`config.mk`:
```
export PLATFORM = sky130hd
export DESIGN_NAME = syn_update_unit
export DESIGN_NICKNAME = d
export VERILOG_FILES = /design/src/rtl/syn_pkg.sv /design/src/rtl/syn_step_calc.sv /design/src/rtl/syn_weight_bank.sv /design/src/rtl/syn_col_sequencer.sv /design/src/rtl/syn_update_unit.sv
export SDC_FILE = /design/constraint.sdc
export NUM_CORES = 1
export LEC_CHECK = 0
export ABC_CLOCK_PERIOD_IN_PS = 12510
export BUFFER_PORTS_ARGS = -buffer_cell sky130_fd_sc_hd__buf_2
export CAP_MARGIN = 25
export CORE_MARGIN = 1.5
export CORE_UTILIZATION = 31
export CTS_CLUSTER_SIZE = 40
export DETAILED_ROUTE_END_ITERATION = 12
export HOLD_SLACK_MARGIN = 0.08
export PLACE_DENSITY = 0.47
export SLEW_MARGIN = 20
export SYNTH_ARGS = -nofsm -noshare
export SYNTH_HDL_FRONTEND = slang
export SYNTH_SLANG_ARGS = --single-unit
```
`constraint.sdc`:
```
create_clock -name clk_i -period 12.51 [get_ports clk_i]
set_input_delay 1.8765 -clock clk_i [delete_from_list [all_inputs] [get_ports clk_i]]
set_output_delay 1.8765 -clock clk_i [all_outputs]
set_load 0.03 [all_outputs]
```
`src/rtl/syn_pkg.sv`:
```
package syn_pkg;
  localparam int RATE_W = 16;
  typedef logic [RATE_W-1:0] rate_t;
  typedef enum logic {POL_NEG = 1'b0, POL_POS = 1'b1} pol_e;
endpackage

```
`src/rtl/syn_step_calc.sv`:
```
module syn_step_calc
  import syn_pkg::*;
#(
  parameter int W_W   = 12,
  parameter int W_MAX = 4000
) (
  input  logic [W_W-1:0] w_i,
  input  logic           pol_i,
  input  rate_t          rate_p_i,
  input  rate_t          rate_d_i,
  output logic [W_W-1:0] w_o
);
  localparam int PW = W_W + RATE_W;
  localparam logic [W_W:0] MAXV = (W_W+1)'(W_MAX);

  logic [W_W:0]   head;
  logic [PW-1:0]  prod_p, prod_d;
  logic [W_W-1:0] step_p, step_d;
  logic [W_W:0]   sum_p;

  always_comb begin
    head   = ({1'b0, w_i} >= MAXV) ? '0 : (MAXV - {1'b0, w_i});
    prod_p = PW'(rate_p_i) * PW'(head[W_W-1:0]);
    prod_d = PW'(rate_d_i) * PW'(w_i);
    step_p = prod_p[PW-1:RATE_W];
    step_d = prod_d[PW-1:RATE_W];
    sum_p  = {1'b0, w_i} + {1'b0, step_p};
    if (pol_e'(pol_i) == POL_POS) begin
      w_o = (sum_p > MAXV) ? MAXV[W_W-1:0] : sum_p[W_W-1:0];
    end else begin
      w_o = (step_d > w_i) ? '0 : (w_i - step_d);
    end
  end
endmodule

```
`src/rtl/syn_weight_bank.sv`:
```
module syn_weight_bank #(
  parameter int ROWS  = 4,
  parameter int COLS  = 4,
  parameter int W_W   = 12,
  parameter int W_MAX = 4000,
  localparam int N    = ROWS * COLS,
  localparam int IW   = $clog2(N)
) (
  input  logic           clk_i,
  input  logic           rst_ni,
  input  logic           init_load_i,
  input  logic [W_W-1:0] init_w_i,
  input  logic [IW-1:0]  upd_idx_i,
  output logic [W_W-1:0] upd_w_o,
  input  logic           wr_en_i,
  input  logic [W_W-1:0] wr_data_i,
  input  logic [IW-1:0]  rd_idx_i,
  output logic [W_W-1:0] rd_data_o
);
  logic [W_W-1:0] mem [N];
  logic [W_W-1:0] init_clamped;

  assign init_clamped = (init_w_i > W_W'(W_MAX)) ? W_W'(W_MAX) : init_w_i;
  assign upd_w_o      = mem[upd_idx_i];

  for (genvar i = 0; i < N; i++) begin : g_cell
    always_ff @(posedge clk_i or negedge rst_ni) begin
      if (!rst_ni)                                  mem[i] <= '0;
      else if (init_load_i)                         mem[i] <= init_clamped;
      else if (wr_en_i && upd_idx_i == IW'(i))      mem[i] <= wr_data_i;
    end
  end

  always_ff @(posedge clk_i or negedge rst_ni) begin
    if (!rst_ni) rd_data_o <= '0;
    else         rd_data_o <= mem[rd_idx_i];
  end
endmodule

```
`src/rtl/syn_col_sequencer.sv`:
```
module syn_col_sequencer
  import syn_pkg::*;
#(
  parameter int ROWS = 4,
  parameter int COLS = 4,
  localparam int RW  = $clog2(ROWS),
  localparam int CW  = $clog2(COLS)
) (
  input  logic            clk_i,
  input  logic            rst_ni,
  input  logic            init_load_i,
  input  logic [ROWS-1:0] pre_valid_i,
  input  logic [ROWS-1:0] pre_pol_i,
  input  logic [COLS-1:0] post_spike_i,
  input  rate_t           rate_p_i,
  input  rate_t           rate_d_i,
  output logic            busy_o,
  output logic [RW-1:0]   row_o,
  output logic [CW-1:0]   col_o,
  output logic            wr_en_o,
  output logic            pol_o,
  output rate_t           rate_p_o,
  output rate_t           rate_d_o
);
  logic            busy_q;
  logic [RW-1:0]   row_q;
  logic [CW-1:0]   col_q;
  logic [COLS-1:0] mask_q, mask_rest;
  logic [ROWS-1:0] pre_q, pol_q;
  rate_t           rp_q, rd_q;
  logic [CW-1:0]   first_new, first_rest;
  logic            any_rest;

  // lowest set column of a new spike and of the remaining mask
  always_comb begin
    first_new  = '0;
    for (int c = COLS - 1; c >= 0; c--) if (post_spike_i[c]) first_new = CW'(c);
    mask_rest  = mask_q & ~(COLS'(1) << col_q);
    first_rest = '0;
    for (int c = COLS - 1; c >= 0; c--) if (mask_rest[c]) first_rest = CW'(c);
    any_rest   = |mask_rest;
  end

  always_ff @(posedge clk_i or negedge rst_ni) begin
    if (!rst_ni) begin
      busy_q <= 1'b0;
      row_q  <= '0;
      col_q  <= '0;
      mask_q <= '0;
      pre_q  <= '0;
      pol_q  <= '0;
      rp_q   <= '0;
      rd_q   <= '0;
    end else if (init_load_i) begin
      busy_q <= 1'b0;
      mask_q <= '0;
    end else if (!busy_q) begin
      if (|post_spike_i) begin
        busy_q <= 1'b1;
        mask_q <= post_spike_i;
        col_q  <= first_new;
        row_q  <= '0;
        pre_q  <= pre_valid_i;
        pol_q  <= pre_pol_i;
        rp_q   <= rate_p_i;
        rd_q   <= rate_d_i;
      end
    end else if (row_q == RW'(ROWS - 1)) begin
      row_q  <= '0;
      mask_q <= mask_rest;
      col_q  <= first_rest;
      busy_q <= any_rest;
    end else begin
      row_q <= row_q + 1'b1;
    end
  end

  assign busy_o   = busy_q;
  assign row_o    = row_q;
  assign col_o    = col_q;
  assign wr_en_o  = busy_q && pre_q[row_q];
  assign pol_o    = pol_q[row_q];
  assign rate_p_o = rp_q;
  assign rate_d_o = rd_q;
endmodule

```
`src/rtl/syn_update_unit.sv`:
```
module syn_update_unit
  import syn_pkg::*;
#(
  parameter int ROWS  = 4,
  parameter int COLS  = 4,
  parameter int W_W   = 12,
  parameter int W_MAX = 4000,
  localparam int RW   = $clog2(ROWS),
  localparam int CW   = $clog2(COLS),
  localparam int IW   = $clog2(ROWS * COLS)
) (
  input  logic              clk_i,
  input  logic              rst_ni,
  input  logic              init_load_i,
  input  logic [W_W-1:0]    init_w_i,
  input  logic [RATE_W-1:0] rate_p_i,
  input  logic [RATE_W-1:0] rate_d_i,
  input  logic [ROWS-1:0]   pre_valid_i,
  input  logic [ROWS-1:0]   pre_pol_i,
  input  logic [COLS-1:0]   post_spike_i,
  output logic              busy_o,
  input  logic [RW-1:0]     rd_row_i,
  input  logic [CW-1:0]     rd_col_i,
  output logic [W_W-1:0]    rd_data_o
);
  logic [RW-1:0]  row;
  logic [CW-1:0]  col;
  logic           wr_en, pol;
  rate_t          rp, rd;
  logic [W_W-1:0] cur_w, wr_data;
  logic [IW-1:0]  upd_idx, rd_idx;

  assign upd_idx = IW'(col) * IW'(ROWS) + IW'(row);
  assign rd_idx  = IW'(rd_col_i) * IW'(ROWS) + IW'(rd_row_i);

  syn_col_sequencer #(.ROWS(ROWS), .COLS(COLS)) u_seq (
    .clk_i, .rst_ni, .init_load_i, .pre_valid_i, .pre_pol_i, .post_spike_i,
    .rate_p_i, .rate_d_i, .busy_o, .row_o(row), .col_o(col), .wr_en_o(wr_en),
    .pol_o(pol), .rate_p_o(rp), .rate_d_o(rd)
  );

  syn_step_calc #(.W_W(W_W), .W_MAX(W_MAX)) u_calc (
    .w_i(cur_w), .pol_i(pol), .rate_p_i(rp), .rate_d_i(rd), .w_o(wr_data)
  );

  syn_weight_bank #(.ROWS(ROWS), .COLS(COLS), .W_W(W_W), .W_MAX(W_MAX)) u_bank (
    .clk_i, .rst_ni, .init_load_i, .init_w_i, .upd_idx_i(upd_idx),
    .upd_w_o(cur_w), .wr_en_i(wr_en), .wr_data_i(wr_data),
    .rd_idx_i(rd_idx), .rd_data_o
  );
endmodule

```
==> summary.txt <==
Logic synthesis
  • Syn nets: 3067
  • Yosys warns: 0
  • Mean post-synth cell area: approximately 9.8 µm²
  • Mapped Area: between 0.02 and 0.03 mm²
  • Top cells by area, synth: dfrtp_1, fa_1, mux4_2, ha_1, nand2_1
  • Mapped Cells: between 2000 and 3000
  • Synth Register Bits: 253
  • Share of the synthesized area in the top cell type: 0.2501
  • Ys async rst share: 1.000
  • Ys flop type: dfrtp_1
  • Leading area contributor after synthesis: dfrtp_1
  • Synth unique cells: 72
  • Post-synth EDFFs: 0
  • Sequential area share after synthesis: 0.2501

Placement
  • Buffers on Ports: 75
  • DPL Wire Length: between 50 and 60 mm
  • DP Worst Slack: 1011 ps
  • Placed cells: 3626
  • Final GP Congestion: between 0.8 and 0.9

Critical path
  • Reg2reg setup slack: roughly 1200 ps
  • Max stage delay on crit path: slightly above 1000 ps
  • Crit end category: flip-flop
  • R2R Path End: u_bank.mem[122]
  • Critical path buffers and inverters: 5
  • Type of origin of the critical path: flip-flop
  • R2R depth: 39
  • CP Max Fanout: 45
  • Reg2reg start: u_seq.row_o[0]
  • CP top delay family: adder cells
  • CP required: between 10000 and 15000 ps
  • Crit path DAT: roughly 12000 ps
  • CP Class: reg -> reg
  • Crit-path most repeated cell: fa_1
  • Worst path slowest cell: dfrtp_4

Timing
  • Slew @ Worst Pin: roughly 1000 ps
  • Setup tns final: 0 ps
  • Final hold vios: 0
  • Fin. max-slew vios: 0
  • Slew headroom: 0.3025
  • Fmax: roughly 88 MHz
  • Clock Skew: ~26 ps
  • Final setup viols: 0
  • Final setup margin: 1202 ps
  • RSZ-0062 raised after global routing: no
  • Period Utilization, post-route: 0.9039
  • Minimum clock period: roughly 11000 ps

Drt
  • Starting DRT DRC Count: approximately 1300
  • Total number of vias: roughly 19000
  • Routed len/inst: between 20 and 25 µm
  • Routed vias/inst: ~5.2
  • Final wirelength: about 77 mm
  • Routed Antenna Nets: 0
  • DRC: 0
  • Drt first pass iters: 7

Hold path
  • WHS Path Cells: 2
  • Worst Hold Path EP: u_bank.mem[116]
  • Hold_sp: u_bank.mem[116]
  • Hold WC Path Type: reg -> reg

Floorplanning
  • Die X: between 200 and 300 µm
  • Die Ht: 288.7 µm
  • DIE AREA: between 0.08 and 0.09 mm²
  • # rows: 104
  • CORE AREA: approximately 0.081 mm²
  • Top Ports: 76
  • Initial Util: 0.3137

Clocking
  • Later-pin clock latency in the skew report: roughly 610 ps
  • Setup Buffers After CTS: 0
  • CTS tree: done
  • Total CTS buffers: 30
  • Hold-fix buffers, CTS: 0
  • Buffer depth of the longest clock path: 3
  • Post_cts resized: 0
  • Worst-path clk slew: 60 ps
  • Clock Tree Root: clkbuf_16
  • CTS H-tree depth: 1
  • Sink Count: about 250

Global routing
  • Antenna violations before repair: 1
  • Number of global-route vias before repair: between 20000 and 25000
  • Largest net degree at the start of global routing: 73
  • Total track usage: 0.1898
  • Grt total ovfl: 0
  • First-pass GRT wire length: 121.6 mm

Finish
  • Nets: approximately 3100
  • Diodes inserted: 0
  • Layout cells sized above 1: 0.1476
  • Non-filler cells, final: between 3000 and 4000
  • # fillers: 8194
  • Layout area overhead: 11.26%

Run status
  • Status: finished, final reports clean

Flow run
  • Max Cap Viol: 0
worst max-delay path by stage:
stage                   startpoint         endpoint  slack [ps]  cells after the start
floorplan           u_seq.row_o[1]  u_bank.mem[191]        2430                     46
finish              u_seq.row_o[0]  u_bank.mem[122]        1200                     39
detailed placement  u_seq.row_o[0]   u_bank.mem[85]        1010                     37
CTS                 u_seq.row_o[0]   u_bank.mem[85]         970                     37
global placement    u_seq.row_o[0]    u_bank.mem[1]        1130                     37
global route        u_seq.row_o[0]  u_bank.mem[134]         450                     39
through the flow:
stage / hold WS (ps) / instance area (µm²) / util
finish: 501.0 / 28160 / 0.3490
global route: 517.2 / 28160 / 0.3490
CTS: 501.9 / 28120 / 0.3486
detailed placement: 488.0 / 27000 / 0.3346
global placement: 472.4 / 26950 / 0.3341
floorplan: 459.9 / 25310 / -
synth_stat cells (6+ instances only):
master and number:
nand4_1 7, mux2_2 43, buf_1 15, a31oi_1 6, nor2_1 42, nand2_1 406, mux4_2 108, o31ai_1 22
o21a_1 12, o211ai_1 6, nor3_1 15, a21oi_1 135, inv_1 352, xor2_1 12, buf_2 12, or2_2 8
and3_1 21, a21o_1 17, and2_1 106, fa_1 280, nor2b_1 15, ha_1 154, a22oi_1 23, nand3_1 29
clkbuf_1 121, mux2i_1 28, dfrtp_1 253, nor3b_1 6, xnor2_1 25, o21ai_0 194
registers in the layout, summed over array words and instances (netlist names):
register	cells
u_seq.row_o	2
u_seq.rate_p_o	16
u_seq.mask_q	4
u_seq.pre_q	4
u_seq.rate_d_o	16
u_seq.busy_o	1
u_seq.pol_q	4
u_bank.rd_data_o	12
u_seq.col_o	2
u_bank.mem	192
cell type report:
| class | instances | area, µm² | area share |
|---|---|---|---|
| repair buffers | 153 | 997.2 | 0.03541 |
| inverters | 353 | 1325 | 0.04705 |
| well taps | 1060 | 1326 | 0.04710 |
| multi-input cells | 1809 | 17050 | 0.6054 |
| clock inverters | 18 | 281.5 | 0.009997 |
| clock buffers | 36 | 844.6 | 0.02999 |
| flip-flops and latches | 253 | 6336 | 0.2250 |
worst min-delay path: stages, from the launching register on:
cell and delay, ps:
dfrtp_1 350, nand2_1 50, o21ai_0 60
logic make-up (layout without fill, tap and decap cells):
kind of cell	count (synthesis)	in the layout	synth area share
simple gates	683	683	0.1238
buf+inv	508	560	0.07771
compound gates	476	476	0.1116
fa+ha+maj	434	434	0.2976
flops	253	253	0.2501
mux	179	179	0.1263
xor+xnor	37	37	0.01280
cells in the final DEF, fill, tap and decap left out, types with 6 or more instances in the layout:
cell | netlist | final
a21o_1 | 17 | 17
mux2_2 | 43 | 43
nor3_1 | 15 | 14
mux2i_1 | 28 | 28
buf_2 | 12 | 73
o31ai_1 | 22 | 22
and2_1 | 106 | 106
clkinv_2 | 0 | 6
a31oi_1 | 6 | 6
nor2_1 | 42 | 42
fa_1 | 280 | 280
xor2_1 | 12 | 12
o21a_1 | 12 | 12
o211ai_1 | 6 | 6
and3_1 | 21 | 21
xnor2_1 | 25 | 25
nand4_1 | 7 | 7
nand3_1 | 29 | 29
bufinv_16 | 0 | 7
nor3b_1 | 6 | 6
nand2_1 | 406 | 406
a22oi_1 | 23 | 23
ha_1 | 154 | 154
mux4_2 | 108 | 108
nor2b_1 | 15 | 14
inv_1 | 352 | 352
o21ai_0 | 194 | 194
a21oi_1 | 135 | 132
clkbuf_16 | 0 | 31
or2_2 | 8 | 8
dfrtp_1 | 253 | 251
buf_4 | 2 | 76
per-layer routing:
metal | global-route usage | vias up | routed length, µm
met1 | 0.2588 | 9872 | 33780
met4 | 0.04349 | 2 | 1743
met2 | 0.3215 | 568 | 37330
li1 | - | 8609 | -
met5 | 0 | - | 13
met3 | 0.02338 | 114 | 4283
Power is not shown: default switching activity piles up to over one toggle a cycle in this logic, so the estimate is an artifact.
